$ cat src/rtl/ptw_pkg.sv
package ptw_pkg;
  localparam int unsigned PTE_W   = 64;
  localparam int unsigned PPN_LSB = 12;
  localparam int unsigned PPN_W   = PTE_W - PPN_LSB;

  localparam int unsigned B_PTR = 0;  // points to next table
  localparam int unsigned B_LEAF = 1; // valid leaf
  localparam int unsigned B_REF = 2;
  localparam int unsigned B_DIRTY = 3;
  localparam int unsigned B_PERM_LO = 4;
  localparam int unsigned PERM_N = 6;

  typedef enum logic [1:0] {
    ST_IDLE  = 2'd0,
    ST_ISSUE = 2'd1,
    ST_WAIT  = 2'd2,
    ST_DONE  = 2'd3
  } walk_state_e;
endpackage

$ cat src/rtl/ptw_index_calc.sv
module ptw_index_calc #(
  parameter int unsigned PAGE_SHIFT = 12,
  parameter int unsigned ENTRY_LG   = 3,
  parameter int unsigned LEVELS     = 3,
  localparam int unsigned IDX_W = PAGE_SHIFT - ENTRY_LG,
  localparam int unsigned VA_W  = PAGE_SHIFT + LEVELS * IDX_W,
  localparam int unsigned LVL_W = (LEVELS > 1) ? $clog2(LEVELS) : 1
) (
  input  logic [VA_W-1:0]  vaddr_i,
  input  logic [LVL_W-1:0] level_i,
  input  logic [63:0]      base_i,
  output logic [63:0]      pte_addr_o
);
  logic [IDX_W-1:0] idx;

  always_comb begin
    idx = '0;
    for (int l = 0; l < LEVELS; l++) begin
      if (level_i == LVL_W'(l)) idx = vaddr_i[PAGE_SHIFT + l*IDX_W +: IDX_W];
    end
    pte_addr_o = base_i + (64'(idx) << ENTRY_LG);
  end
endmodule

$ cat src/rtl/ptw_pte_eval.sv
module ptw_pte_eval
  import ptw_pkg::*;
#(
  parameter int unsigned PAGE_SHIFT = 12,
  parameter int unsigned ENTRY_LG   = 3,
  parameter int unsigned LEVELS     = 3,
  localparam int unsigned IDX_W = PAGE_SHIFT - ENTRY_LG,
  localparam int unsigned VA_W  = PAGE_SHIFT + LEVELS * IDX_W,
  localparam int unsigned LVL_W = (LEVELS > 1) ? $clog2(LEVELS) : 1
) (
  input  logic [PTE_W-1:0] pte_i,
  input  logic [LVL_W-1:0] level_i,
  input  logic [VA_W-1:0]  vaddr_i,
  output logic             is_leaf_o,
  output logic             is_ptr_o,
  output logic [PTE_W-1:0] leaf_pte_o,
  output logic [63:0]      next_base_o
);
  logic [63:0]    vpn;
  logic [63:0]    fold_mask;
  logic [PPN_W-1:0] ppn_sum;

  always_comb begin
    vpn       = 64'(vaddr_i) >> PAGE_SHIFT;
    fold_mask = '0;
    for (int l = 1; l < LEVELS; l++) begin
      if (level_i == LVL_W'(l)) fold_mask = (64'd1 << (l * IDX_W)) - 64'd1;
    end
    // superpage: fold low vpn bits so result names one base page
    ppn_sum     = pte_i[PTE_W-1:PPN_LSB] + PPN_W'(vpn & fold_mask);
    leaf_pte_o  = {ppn_sum, pte_i[PPN_LSB-1:0]};
    next_base_o = 64'(pte_i[PTE_W-1:PPN_LSB]) << PAGE_SHIFT;
    is_leaf_o   = pte_i[B_LEAF];
    is_ptr_o    = pte_i[B_PTR];
  end
endmodule

$ cat src/rtl/ptw_bypass.sv
module ptw_bypass
  import ptw_pkg::*;
#(
  parameter int unsigned    VA_W       = 39,
  parameter int unsigned    PAGE_SHIFT = 12,
  parameter logic [63:0]    MEM_SIZE   = 64'h10_0000
) (
  input  logic [VA_W-1:0]  vaddr_i,
  output logic [PTE_W-1:0] pte_o
);
  logic [63:0] va64;

  always_comb begin
    va64                             = 64'(vaddr_i);
    pte_o                            = '0;
    pte_o[B_LEAF]                    = va64 < MEM_SIZE;
    pte_o[B_PERM_LO +: PERM_N]       = '1;
    pte_o[PTE_W-1:PPN_LSB]           = PPN_W'(va64 >> PAGE_SHIFT);
  end
endmodule

$ cat src/rtl/ptw_walker.sv
module ptw_walker
  import ptw_pkg::*;
#(
  parameter int unsigned PAGE_SHIFT = 12,
  parameter int unsigned ENTRY_LG   = 3,
  parameter int unsigned LEVELS     = 3,
  parameter int unsigned PA_W       = 32,
  parameter logic [63:0] MEM_SIZE   = 64'h10_0000,
  localparam int unsigned IDX_W = PAGE_SHIFT - ENTRY_LG,
  localparam int unsigned VA_W  = PAGE_SHIFT + LEVELS * IDX_W,
  localparam int unsigned LVL_W = (LEVELS > 1) ? $clog2(LEVELS) : 1
) (
  input  logic             clk_i,
  input  logic             rst_ni,
  input  logic             req_valid_i,
  output logic             req_ready_o,
  input  logic [VA_W-1:0]  req_vaddr_i,
  input  logic [PA_W-1:0]  ptbr_i,
  input  logic             vm_en_i,
  output logic             mem_req_valid_o,
  input  logic             mem_req_ready_i,
  output logic [PA_W-1:0]  mem_addr_o,
  input  logic             mem_rsp_valid_i,
  input  logic [PTE_W-1:0] mem_rsp_data_i,
  output logic             rsp_valid_o,
  input  logic             rsp_ready_i,
  output logic             rsp_fault_o,
  output logic [PTE_W-1:0] rsp_pte_o
);
  walk_state_e      state_q;
  logic [VA_W-1:0]  vaddr_q;
  logic [63:0]      base_q;
  logic [LVL_W-1:0] level_q;
  logic [PTE_W-1:0] pte_q;
  logic             fault_q;

  logic [63:0]      pte_addr;
  logic             addr_ok;
  logic             is_leaf, is_ptr;
  logic [PTE_W-1:0] leaf_pte, bypass_pte;
  logic [63:0]      next_base;

  ptw_index_calc #(
    .PAGE_SHIFT(PAGE_SHIFT), .ENTRY_LG(ENTRY_LG), .LEVELS(LEVELS)
  ) u_index (
    .vaddr_i(vaddr_q), .level_i(level_q), .base_i(base_q), .pte_addr_o(pte_addr)
  );

  ptw_pte_eval #(
    .PAGE_SHIFT(PAGE_SHIFT), .ENTRY_LG(ENTRY_LG), .LEVELS(LEVELS)
  ) u_eval (
    .pte_i(mem_rsp_data_i), .level_i(level_q), .vaddr_i(vaddr_q),
    .is_leaf_o(is_leaf), .is_ptr_o(is_ptr),
    .leaf_pte_o(leaf_pte), .next_base_o(next_base)
  );

  ptw_bypass #(
    .VA_W(VA_W), .PAGE_SHIFT(PAGE_SHIFT), .MEM_SIZE(MEM_SIZE)
  ) u_bypass (
    .vaddr_i(req_vaddr_i), .pte_o(bypass_pte)
  );

  assign addr_ok         = pte_addr < MEM_SIZE;
  assign req_ready_o     = state_q == ST_IDLE;
  assign mem_req_valid_o = (state_q == ST_ISSUE) && addr_ok;
  assign mem_addr_o      = pte_addr[PA_W-1:0];
  assign rsp_valid_o     = state_q == ST_DONE;
  assign rsp_pte_o       = pte_q;
  assign rsp_fault_o     = fault_q;

  always_ff @(posedge clk_i or negedge rst_ni) begin
    if (!rst_ni) begin
      state_q <= ST_IDLE;
      vaddr_q <= '0;
      base_q  <= '0;
      level_q <= '0;
      pte_q   <= '0;
      fault_q <= 1'b0;
    end else begin
      unique case (state_q)
        ST_IDLE: if (req_valid_i) begin
          vaddr_q <= req_vaddr_i;
          base_q  <= 64'(ptbr_i);
          level_q <= LVL_W'(LEVELS - 1);
          if (vm_en_i) begin
            state_q <= ST_ISSUE;
          end else begin
            pte_q   <= bypass_pte;
            fault_q <= ~bypass_pte[B_LEAF];
            state_q <= ST_DONE;
          end
        end
        ST_ISSUE: begin
          if (!addr_ok) begin
            pte_q   <= '0;
            fault_q <= 1'b1;
            state_q <= ST_DONE;
          end else if (mem_req_ready_i) begin
            state_q <= ST_WAIT;
          end
        end
        ST_WAIT: if (mem_rsp_valid_i) begin
          if (is_leaf) begin
            pte_q   <= leaf_pte;
            fault_q <= 1'b0;
            state_q <= ST_DONE;
          end else if (is_ptr && level_q != '0) begin
            base_q  <= next_base;
            level_q <= level_q - 1'b1;
            state_q <= ST_ISSUE;
          end else begin
            // neither flag, or pointer at last level
            pte_q   <= mem_rsp_data_i;
            fault_q <= 1'b1;
            state_q <= ST_DONE;
          end
        end
        ST_DONE: if (rsp_ready_i) state_q <= ST_IDLE;
        default: state_q <= ST_IDLE;
      endcase
    end
  end

  AST_REQ_BLOCKED: assert property (@(posedge clk_i) disable iff (!rst_ni)
    req_valid_i && req_ready_o |=> !req_ready_o);
  AST_MEM_ALIGNED: assert property (@(posedge clk_i) disable iff (!rst_ni)
    mem_req_valid_o |-> mem_addr_o[ENTRY_LG-1:0] == '0);
  AST_MEM_IN_RANGE: assert property (@(posedge clk_i) disable iff (!rst_ni)
    mem_req_valid_o |-> 64'(mem_addr_o) < MEM_SIZE);
  AST_RSP_HOLD: assert property (@(posedge clk_i) disable iff (!rst_ni)
    rsp_valid_o && !rsp_ready_i |=> rsp_valid_o && $stable(rsp_pte_o) && $stable(rsp_fault_o));
  AST_MEM_REQ_HOLD: assert property (@(posedge clk_i) disable iff (!rst_ni)
    mem_req_valid_o && !mem_req_ready_i |=> mem_req_valid_o && $stable(mem_addr_o));
  AST_NO_REQ_IDLE: assert property (@(posedge clk_i) disable iff (!rst_ni)
    req_ready_o |-> !mem_req_valid_o && !rsp_valid_o);
endmodule

$ cat config.mk
export PLATFORM = sky130hd
export DESIGN_NAME = ptw_walker
export DESIGN_NICKNAME = d
export VERILOG_FILES = /design/src/rtl/ptw_pkg.sv /design/src/rtl/ptw_index_calc.sv /design/src/rtl/ptw_pte_eval.sv /design/src/rtl/ptw_bypass.sv /design/src/rtl/ptw_walker.sv
export SDC_FILE = /design/constraint.sdc
export NUM_CORES = 1
export LEC_CHECK = 0
export ABC_AREA = 1
export BUFFER_PORTS_ARGS = -buffer_cell sky130_fd_sc_hd__buf_2
export CAP_MARGIN = 10
export CORE_MARGIN = 4
export CORE_UTILIZATION = 40
export CTS_BUF_LIST = sky130_fd_sc_hd__clkbuf_8
export DETAILED_ROUTE_END_ITERATION = 16
export SYNTH_ARGS = -nofsm -noshare
export SYNTH_HDL_FRONTEND = slang
export SYNTH_SLANG_ARGS = --single-unit
$ cat constraint.sdc
create_clock -name clk_i -period 8.9 [get_ports clk_i]
set_input_delay 0 -clock clk_i [delete_from_list [all_inputs] [get_ports clk_i]]
set_output_delay 0 -clock clk_i [all_outputs]
set_load 0.01 [all_outputs]
==> flow_summary.ini, run 1 <==
[run_status]
status = finished, final reports clean

[clock_network]
cts_hold_buf = 127
cts_root_buffer = clkbuf_8
cts.sinks = 160
cts_tree = done
numCtsBuffers = 17
clk_path_buf_depth = 2
cts_max_level = 4
post-cts-setup-buffers = 0
clk_pin_slew_worst_paths_ps = 100
post_cts_resized = 0
clk_latency_ps = 490

[die]
start_util = 0.404
fp.coreArea_um2 = 31500
dieHeight_um = 186
die_w_um = 186
dieArea_um2 = 34700
rows = 65
ios = 242

[synthesis]
synth-seq-cells = 160
synth_area_leaders = dfrtp_1, nand2_1, inv_1
yosysTopAreaCell = dfrtp_1
synth-main-ff-cell = dfrtp_1
synth_top_cell_area_share = 0.315
synth-xor-area-share = 0.0248
synth_mux_area_frac = 0.00708
netlist_area_um2 = 12700
synthAdderAreaFrac = 0.0366
synth_top_family_by_area = simple AND/OR/NAND/NOR gates
yosysWarnings = 0
ys_types = 48
syn_area_per_cell_um2 = 6.35
synth_edf_count = 0
synth_compound_area_frac = 0.119
synth_fp_nets = 2184
syn_inst = 2006
ys_async_sr_fraction = 1.00
synth_simple_gate_area_frac = 0.390
yosysSeqAreaShare = 0.315

[sta]
min_period_ps = 5530
rsz0062_at_grt = no
whs_ps = 35.9
relSlewSlack = 0.327
slew_viol_final = 0
finalClockSkew_ps = 26.4
setup_viol = 0
min_period_over_period = 0.621
worst_pin_slew_ps = 1000
max_freq_ghz = 0.181
hold_viol_final = 0
tns_ps = 0

[worst_setup_path]
startpoint = level_q[0]
cp.required_ps = 9290
cp.arrival_ps = 5920
crit_path_end_kind = flip-flop
path_class = reg -> reg
critPathMaxFanout = 100
startpoint_type = flip-flop
r2r-start = level_q[0]

[grt]
grt_pass1_wl_mm = 83.7
grt_usage = 0.306
grt_overflow = 0
antenna_found_initial = 1
grt_max_degree = 101
first_global_vias = 14400

[placement]
gp_congestion = 0.946
dpl_cell_area_um2 = 14100
dp.cells = 2585
io_buffers = 229
hpwl_mm = 42.9

[run]
cap_violations = 0

[drt]
drt_iter0_markers = 1369
wl_mm = 54.2
drc = 0
vias = 14600
first_pass_iters = 6
postRouteAntennaNets = 0
viasPerCell = 5.30
wl_per_cell_um = 19.8

[final_layout]
nets = 2507
layout.cells.non_filler = 2745
layout_commonest_cell = nand2_1
drive_gt1_frac = 0.143
final_cell_mix = nand2_1, inv_1, buf_2
areaGrowthSynthToFinish_pct = 23.6
design_area_um2 = 15700
final_util = 0.500

[pwr]
p_leak_uw = 0.00820
power_density_nw_per_um2 = 339
ir_drop_mv = 0.248

[hold_path]
min_from = mem_rsp_data_i[24]
hp-class = in -> reg
logic make-up (layout without fill, tap and decap cells):
group,count (synthesis),in the layout
multiplexers,8,8
XOR/XNOR,36,36
flip-flops,160,160
other,0,1
AND/OR/NAND/NOR,1164,1164
adder cells (fa/ha/maj),36,36
AO/OA/AOI/OAI,265,265
buffers and inverters,337,673
final cells by class:
type	count	area [µm²]
clock inverter	14	108
antenna	1	2.50
sequential	160	4000
multi-input combinational	1509	7350
timing repair buffer	362	2470
clock buffer	18	248
inverter	279	1050
tap	402	503
fill	3236	15700
cell usage after synthesis, types with 2 or more instances:
master	instances
or2_2	7
o21ai_1	47
nor2_4	4
clkbuf_1	36
o21a_1	11
fa_1	2
inv_1	261
buf_6	13
dfrtp_1	160
nand2_2	11
xor2_1	35
a21o_1	3
nor3_1	31
nor2_1	214
clkinv_1	5
mux2_2	8
nor4_1	8
nand2_1	649
a31oi_1	2
nand4_1	50
nand3_1	161
ha_1	34
and2_1	2
a21oi_1	61
buf_1	3
o221ai_1	2
nand3_2	8
o31ai_1	3
o21ai_0	74
inv_2	12
o22ai_1	31
buf_4	6
a2bb2oi_1	3
a21boi_0	3
o21bai_1	5
a22oi_1	16
nor2_2	14
power by group:
group / switching [µW] / internal (µW) / total [µW]
sequential: 358 / 1070 / 1420
combinational: 2240 / 1140 / 3390
clock: 320 / 204 / 524
registers in the layout, summed over array words and instances, names as in the netlist:
| register | cells |
|---|---|
| rsp_fault_o | 1 |
| rsp_pte_o | 64 |
| state_q | 2 |
| vaddr_q | 27 |
| level_q | 2 |
| base_q | 64 |
per-stage QoR:
| step | power [µW] | worst slack, ps |
|---|---|---|
| floorplan | 3580 | 4840 |
| global placement | 4660 | 3490 |
| CTS | 5310 | 3370 |
| finish | 5330 | 3370 |
| detailed placement | 4690 | 3390 |
| global route | 5800 | 2830 |
critical path, cell delays in order (launching register included):
cell,delay (ps)
dfrtp_1,400
inv_1,120
ha_1,390
clkinv_1,460
a21oi_1,310
ha_1,310
inv_1,90
fa_1,400
inv_1,150
nand2_1,80
a21oi_1,310
nand2_1,120
nand3_2,230
nand2_1,80
nand2_1,70
nand2_1,110
nor2_2,140
nand3_1,140
nor2_1,110
nand2_1,70
nor2_2,220
nand3_4,300
nand2_8,550
nand2_1,100
o21ai_1,100
layer usage:
metal / track usage / vias up / part of all wire
li1: - / 7098 / -
met1: 0.437 / 6800 / 0.46
met2: 0.495 / 572 / 0.46
met3: 0.0355 / 85 / 0.061
met4: 0.0836 / 0 / 0.026
met5: 0 / - / 0
path summary, 6_finish.rpt:
| path | endpoint | slack (ps) | cells after the start |
|---|---|---|---|
| min reg2reg | rsp_pte_o[7] | 480 | 2 |
| max | rsp_pte_o[16] | 3370 | 24 |
| min | rsp_pte_o[24] | 40 | 5 |
| max in group asynchronous | state_q[0] | 7180 | 3 |
| min in group asynchronous | rsp_pte_o[63] | 190 | 2 |
| max reg2reg | rsp_pte_o[16] | 3370 | 24 |
Note: power is estimated with default switching activity, not from simulation.
==> run 2, diff against run 1 <==
--- a/config.mk
+++ b/config.mk
@@ -5,7 +5,7 @@
 export SDC_FILE = /design/constraint.sdc
 export NUM_CORES = 1
 export LEC_CHECK = 0
-export ABC_AREA = 1
+export ABC_AREA = 0
 export BUFFER_PORTS_ARGS = -buffer_cell sky130_fd_sc_hd__buf_2
 export CAP_MARGIN = 10
 export CORE_MARGIN = 4
==> constraint.sdc (replaced) <==
create_clock -name clk_i -period 4.6 [get_ports clk_i]
set_input_delay 0 -clock clk_i [delete_from_list [all_inputs] [get_ports clk_i]]
set_output_delay 0 -clock clk_i [all_outputs]
set_load 0.01 [all_outputs]
==> run 2 against run 1 <==
Sequential power is 81% higher. Die area is 13% lower. Critical path depth is 4 lower. Power is 83% higher. Synthesized area is 13% lower. Clock-buffer cell count is 1 lower. Clock skew is 4.2 ps higher. Sequential share of layout area is 0.84 points higher. Largest cell class unchanged. Highest routed layer unchanged.
==> flow_summary.ini, run 2 <==
[die]
fp.coreArea_um2 = 27100
dieHeight_um = 174
rows = 60
ios = 242
dieArea_um2 = 30400
die_w_um = 174
start_util = 0.408

[clock_network]
cts_root_buffer = clkbuf_8
numCtsBuffers = 17
clk_pin_slew_worst_paths_ps = 110
clk_latency_ps = 480
cts.sinks = 160
cts_tree = done
cts_max_level = 4
clk_path_buf_depth = 2

[grt]
grt_usage = 0.259
grt_max_degree = 161
antenna_found_initial = 6
grt_pass1_wl_mm = 63.1
first_global_vias = 11200
grt_overflow = 0

[drt]
drt_iter0_markers = 838
postRouteAntennaNets = 0
drc = 0
wl_mm = 40.8
viasPerCell = 5.46
vias = 11200
wl_per_cell_um = 19.8
first_pass_iters = 5

[final_layout]
drive_gt1_frac = 0.285
design_area_um2 = 15200
final_cell_mix = buf_2, nand2_1, dfrtp_1
layout_commonest_cell = buf_2
nets = 1846
final_util = 0.562
areaGrowthSynthToFinish_pct = 37.8

[synthesis]
synth_edf_count = 0
yosysMostFrequentCell = nand2_1
synth_top_cell_area_share = 0.362
synth_area_leaders = dfrtp_1, nand2_1, o21ai_0
synth-main-ff-cell = dfrtp_1
yosysTopAreaCell = dfrtp_1
yosysWarnings = 0
synth_fp_nets = 1454
ys_async_sr_fraction = 1.00
syn_area_per_cell_um2 = 8.66
syn_inst = 1276
synth_common_cells = nand2_1, dfrtp_1, o21ai_0
netlist_area_um2 = 11100
yosysSeqAreaShare = 0.362
ys_types = 72
synth-seq-cells = 160

[pwr]
p_total_uw = 9760
p_leak_uw = 0.00707
ir_drop_mv = 0.268
power_density_nw_per_um2 = 641

[hold_path]
hp-class = in -> reg

[worst_setup_path]
startpoint_type = flip-flop
path_class = reg -> reg
critPathMaxFanout = 24
cp.required_ps = 4960
crit_path_end_kind = flip-flop
cp.arrival_ps = 4950

[sta]
slew_viol_final = 0
max_freq_ghz = 0.218
setup_viol = 0
hold_viol_final = 0
min_period_ps = 4590
relSlewSlack = 0.240
finalClockSkew_ps = 30.7
setup_ws_ps = 13.7
min_period_over_period = 0.997
worst_pin_slew_ps = 1140
rsz0062_at_grt = yes

[placement]
dpl_cell_area_um2 = 12900
post-place-ws_ps = -180
io_buffers = 229
gp_congestion = 0.936
hpwl_mm = 29.3

[run]
cap_violations = 0

[run_status]
status = finished, final reports clean
run 2: cell types whose count changed in the layout (fill, tap and decap cells not counted), moves of 21 or more:
| cell | previous run | this run |
|---|---|---|
| mux2_4 | 0 | 26 |
| buf_4 | 6 | 74 |
| inv_1 | 262 | 55 |
| nand3_1 | 161 | 48 |
| o21ai_1 | 47 | 6 |
| nor2_1 | 214 | 69 |
| a21oi_1 | 61 | 32 |
| and2_1 | 2 | 28 |
| mux2_2 | 8 | 29 |
| o21ai_0 | 74 | 102 |
| nand2_1 | 648 | 188 |
| xnor2_1 | 1 | 42 |
| mux2i_1 | 0 | 47 |
| nand4_1 | 50 | 27 |
run 2: kinds of logic after synthesis:
family,count (synthesis),share of synthesized area
AO/OA/AOI/OAI,280,0.161
XOR/XNOR,80,0.0634
adder cells (fa/ha/maj),36,0.0421
buffers and inverters,130,0.0486
flip-flops,160,0.362
multiplexers,103,0.108
AND/OR/NAND/NOR,487,0.215
run 2: through the flow:
stage	hold slack (ps)	setup TNS, ps	cells
after floorplan	-296	0	1276
after global placement	220	-5450	1869
after detailed placement	225	-8200	1869
after CTS	2.11	-423	2037
after global routing	18.1	-5750	2059
final	24.0	0	2059
run 2: cell type report:
class / instances / area, µm²
Fill cell: 2462 / 11900
Sequential cell: 160 / 4000
Inverter: 57 / 214
Timing Repair Buffer: 446 / 3230
Antenna cell: 6 / 15.0
Clock buffer: 17 / 234
Multi-Input combinational cell: 986 / 6880
Clock inverter: 15 / 196
Tap cell: 372 / 465
run 2: worst paths after layout:
check | slack, ps | cells after the start | startpoint | to
setup / recovery | 10 | 20 | level_q[0] | rsp_pte_o[20]
hold / removal | 20 | 3 | mem_rsp_data_i[22] | base_q[22]
setup reg to reg | 10 | 20 | level_q[0] | rsp_pte_o[20]
hold reg to reg | 490 | 2 | vaddr_q[37] | vaddr_q[37]
max in group asynchronous | 3700 | 3 | rst_ni | rsp_pte_o[2]
min in group asynchronous | 190 | 3 | rst_ni | base_q[60]
run 2: power breakdown:
| group | internal, µW | switching, µW | leakage [µW] |
|---|---|---|---|
| sequential | 1990 | 585 | 0.00207 |
| combinational | 2810 | 3170 | 0.00479 |
| clock | 558 | 647 | 0.000218 |
run 2: worst max-delay path: stages, from the launching register on:
cell	delay, ps
dfrtp_1	420
buf_6	140
ha_4	180
buf_6	130
nor2_4	90
a21oi_2	40
o21ai_2	160
inv_1	80
fa_2	390
nor2b_4	150
o311a_4	190
o2111ai_4	200
buf_6	190
a21oi_4	180
nand3_2	90
a2111o_1	440
or4_4	450
nor4_4	260
nor2b_4	170
buf_12	210
mux2_4	310
run 2: what timing repair did:
action | CTS | global route
cloned | 0 | 3
endpoints found under the hold margin | 293 | 0
buffers inserted | 13 | 14
endpoints found under the setup margin | 65 | 67
pin swaps | 7 | 11
resized for setup | 24 | 63
hold buffers | 123 | 0
run 2: routing by layer:
layer | up-vias | part of all wire | track usage
li1 | 5326 | - | -
met3 | 73 | 0.058 | 0.0355
met5 | - | 0 | 0
met4 | 0 | 0.028 | 0.0835
met1 | 5428 | 0.47 | 0.385
met2 | 421 | 0.44 | 0.391
==> run 3, diff against run 2 <==
--- a/config.mk
+++ b/config.mk
@@ -8,10 +8,13 @@
 export ABC_AREA = 0
 export BUFFER_PORTS_ARGS = -buffer_cell sky130_fd_sc_hd__buf_2
 export CAP_MARGIN = 10
+export CELL_PAD_IN_SITES_DETAIL_PLACEMENT = 2
+export CELL_PAD_IN_SITES_GLOBAL_PLACEMENT = 2
 export CORE_MARGIN = 4
-export CORE_UTILIZATION = 40
+export CORE_UTILIZATION = 30
 export CTS_BUF_LIST = sky130_fd_sc_hd__clkbuf_8
 export DETAILED_ROUTE_END_ITERATION = 16
+export PLACE_DENSITY_LB_ADDON = 0.1
 export SYNTH_ARGS = -nofsm -noshare
 export SYNTH_HDL_FRONTEND = slang
 export SYNTH_SLANG_ARGS = --single-unit
==> run 3 against run 2 <==
The flow now finishes with violations (setup timing). First-iteration DRC count decreased by 31%. Via count increased by 3.7%. Clock-buffer cell count unchanged. Global-route usage decreased by 1.1 points. Combinational power increased by 9.5%. Cell area increased by 3.2%. Clock skew decreased by 7.9 ps. Final cell count increased by 6.2%. Critical path depth increased by 3. Non-clock buffer count increased by 34.
==> flow_summary.ini, run 3 (synthesized netlist as in run 2, its figures left out) <==
[sta]
setup_ws_ps = -261
finalClockSkew_ps = 22.8
min_period_over_period = 1.06
worst_pin_slew_ps = 844
min_period_ps = 4860
slew_viol_final = 0
relSlewSlack = 0.432
max_freq_ghz = 0.206
tns_ps = -13850
hold_viol_final = 0
setup_viol = 65
rsz0062_at_grt = yes

[final_layout]
areaGrowthSynthToFinish_pct = 42.3
final_util = 0.432
final_cell_mix = buf_2, nand2_1, dfrtp_1
nFillCells = 4028
layout_commonest_cell = buf_2
design_area_um2 = 15700
drive_gt1_frac = 0.302
nets = 1881

[run_status]
violations = setup timing
status = finished, violations left

[clock_network]
clk_latency_ps = 520
cts.sinks = 160
cts_tree = done
numCtsBuffers = 17
clk_pin_slew_worst_paths_ps = 100
cts_max_level = 4
cts_root_buffer = clkbuf_8
clk_path_buf_depth = 2

[worst_setup_path]
r2r-start = level_q[1]
cp.arrival_ps = 5260
critPathMaxFanout = 7
path_class = reg -> reg
startpoint_type = flip-flop
crit_path_end_kind = flip-flop
startpoint = level_q[1]
cp.required_ps = 5000

[pwr]
p_leak_uw = 0.00728
clkPwrFrac = 0.116
p_seq_frac = 0.254
p_comb_frac = 0.630
switching_share = 0.457
p_total_uw = 10400
power.net_switching_uw = 4760
power.internal_uw = 5650
ir_drop_mv = 0.295
power_density_nw_per_um2 = 662

[die]
dieHeight_um = 200
fp.coreArea_um2 = 36400
die_w_um = 200
dieArea_um2 = 40000
ios = 242
start_util = 0.303
rows = 70

[drt]
wl_mm = 52.3
postRouteAntennaNets = 0
drc = 0
vias = 11700
top_layer = met4
wl_met1_mm = 25.2
route.met3.wl_mm = 2.06
drt_iter0_markers = 580
met2WireLength_mm = 24.4
viasPerCell = 5.33
first_pass_iters = 5
wl_per_cell_um = 23.9

[placement]
hpwl_mm = 36.8
post-place-ws_ps = -404
gp_congestion = 0.851
dpl_cell_area_um2 = 13200
io_buffers = 229

[grt]
first_global_vias = 12500
grt_max_degree = 79
grt_pass1_wl_mm = 76.7
grt_overflow = 0
antenna_found_initial = 3
grt_usage = 0.248

[hold_path]
min_from = mem_rsp_data_i[26]
hp-class = in -> reg

[run]
cap_violations = 0
==> run 3: metal layers <==
metal,vias to the layer above,track usage
met1,5942,0.357
met5,-,0
met3,47,0.0351
met4,0,0.0556
li1,5393,-
met2,277,0.400
==> run 3: timing repair <==
action,CTS,global route
endpoints found under the hold margin,203,0
buffers inserted,21,14
gates cloned,0,5
hold buffers,124,0
setup endpoints to repair,68,68
resized for setup,51,62
pin swaps,27,28
==> run 3: worst paths after layout <==
kind / to / slack [ps] / cells past startpoint
worst max-delay path: rsp_pte_o[61] / -260 / 23
worst min register to register: base_q[0] / 490 / 2
max in group asynchronous: rsp_pte_o[18] / 3360 / 3
worst max register to register: rsp_pte_o[61] / -260 / 23
worst min-delay path: base_q[26] / 9 / 3
min in group asynchronous: state_q[0] / 110 / 2
==> run 3: layout make-up <==
| type | instances | area (µm²) | share of cell area |
|---|---|---|---|
| Multi-Input combinational cell | 987 | 6940 | 0.442 |
| Sequential cell | 160 | 4000 | 0.255 |
| Timing Repair Buffer | 480 | 3540 | 0.225 |
| Tap cell | 468 | 586 | 0.0372 |
| Clock buffer | 17 | 234 | 0.0149 |
| Inverter | 57 | 214 | 0.0136 |
| Clock inverter | 15 | 194 | 0.0123 |
| Antenna cell | 3 | 7.51 | 0.000477 |
==> run 3: worst max-delay path, cell delays in order, from the launching register on <==
cell,delay (ps)
dfrtp_1,410
inv_2,140
ha_4,230
buf_6,160
a21oi_2,90
o21ai_4,170
ha_4,160
inv_2,40
fa_2,380
nor2b_4,140
o311a_4,220
o2111ai_4,230
buf_6,200
buf_4,140
a2111oi_4,300
xnor2_1,110
and3_1,150
nand4b_1,160
nor4_4,70
buf_6,130
buf_12,120
nor2b_4,410
buf_6,210
mux2_2,330
==> run 3: power groups by stage <==
stage	clock [µW]	sequential, µW	combinational, µW
global placement	0	2630	5480
global route	1290	2720	7090
CTS	1220	2610	6030
floorplan	0	2460	3520
finish	1200	2640	6560
detailed placement	0	2620	5640
==> run 3: per-stage QoR <==
stage | hold slack (ps) | instances
floorplan | -296 | 1276
global placement | 107 | 1990
detailed placement | 117 | 1990
CTS | 1.86 | 2167
global route | 22.1 | 2187
finish | 9.46 | 2187
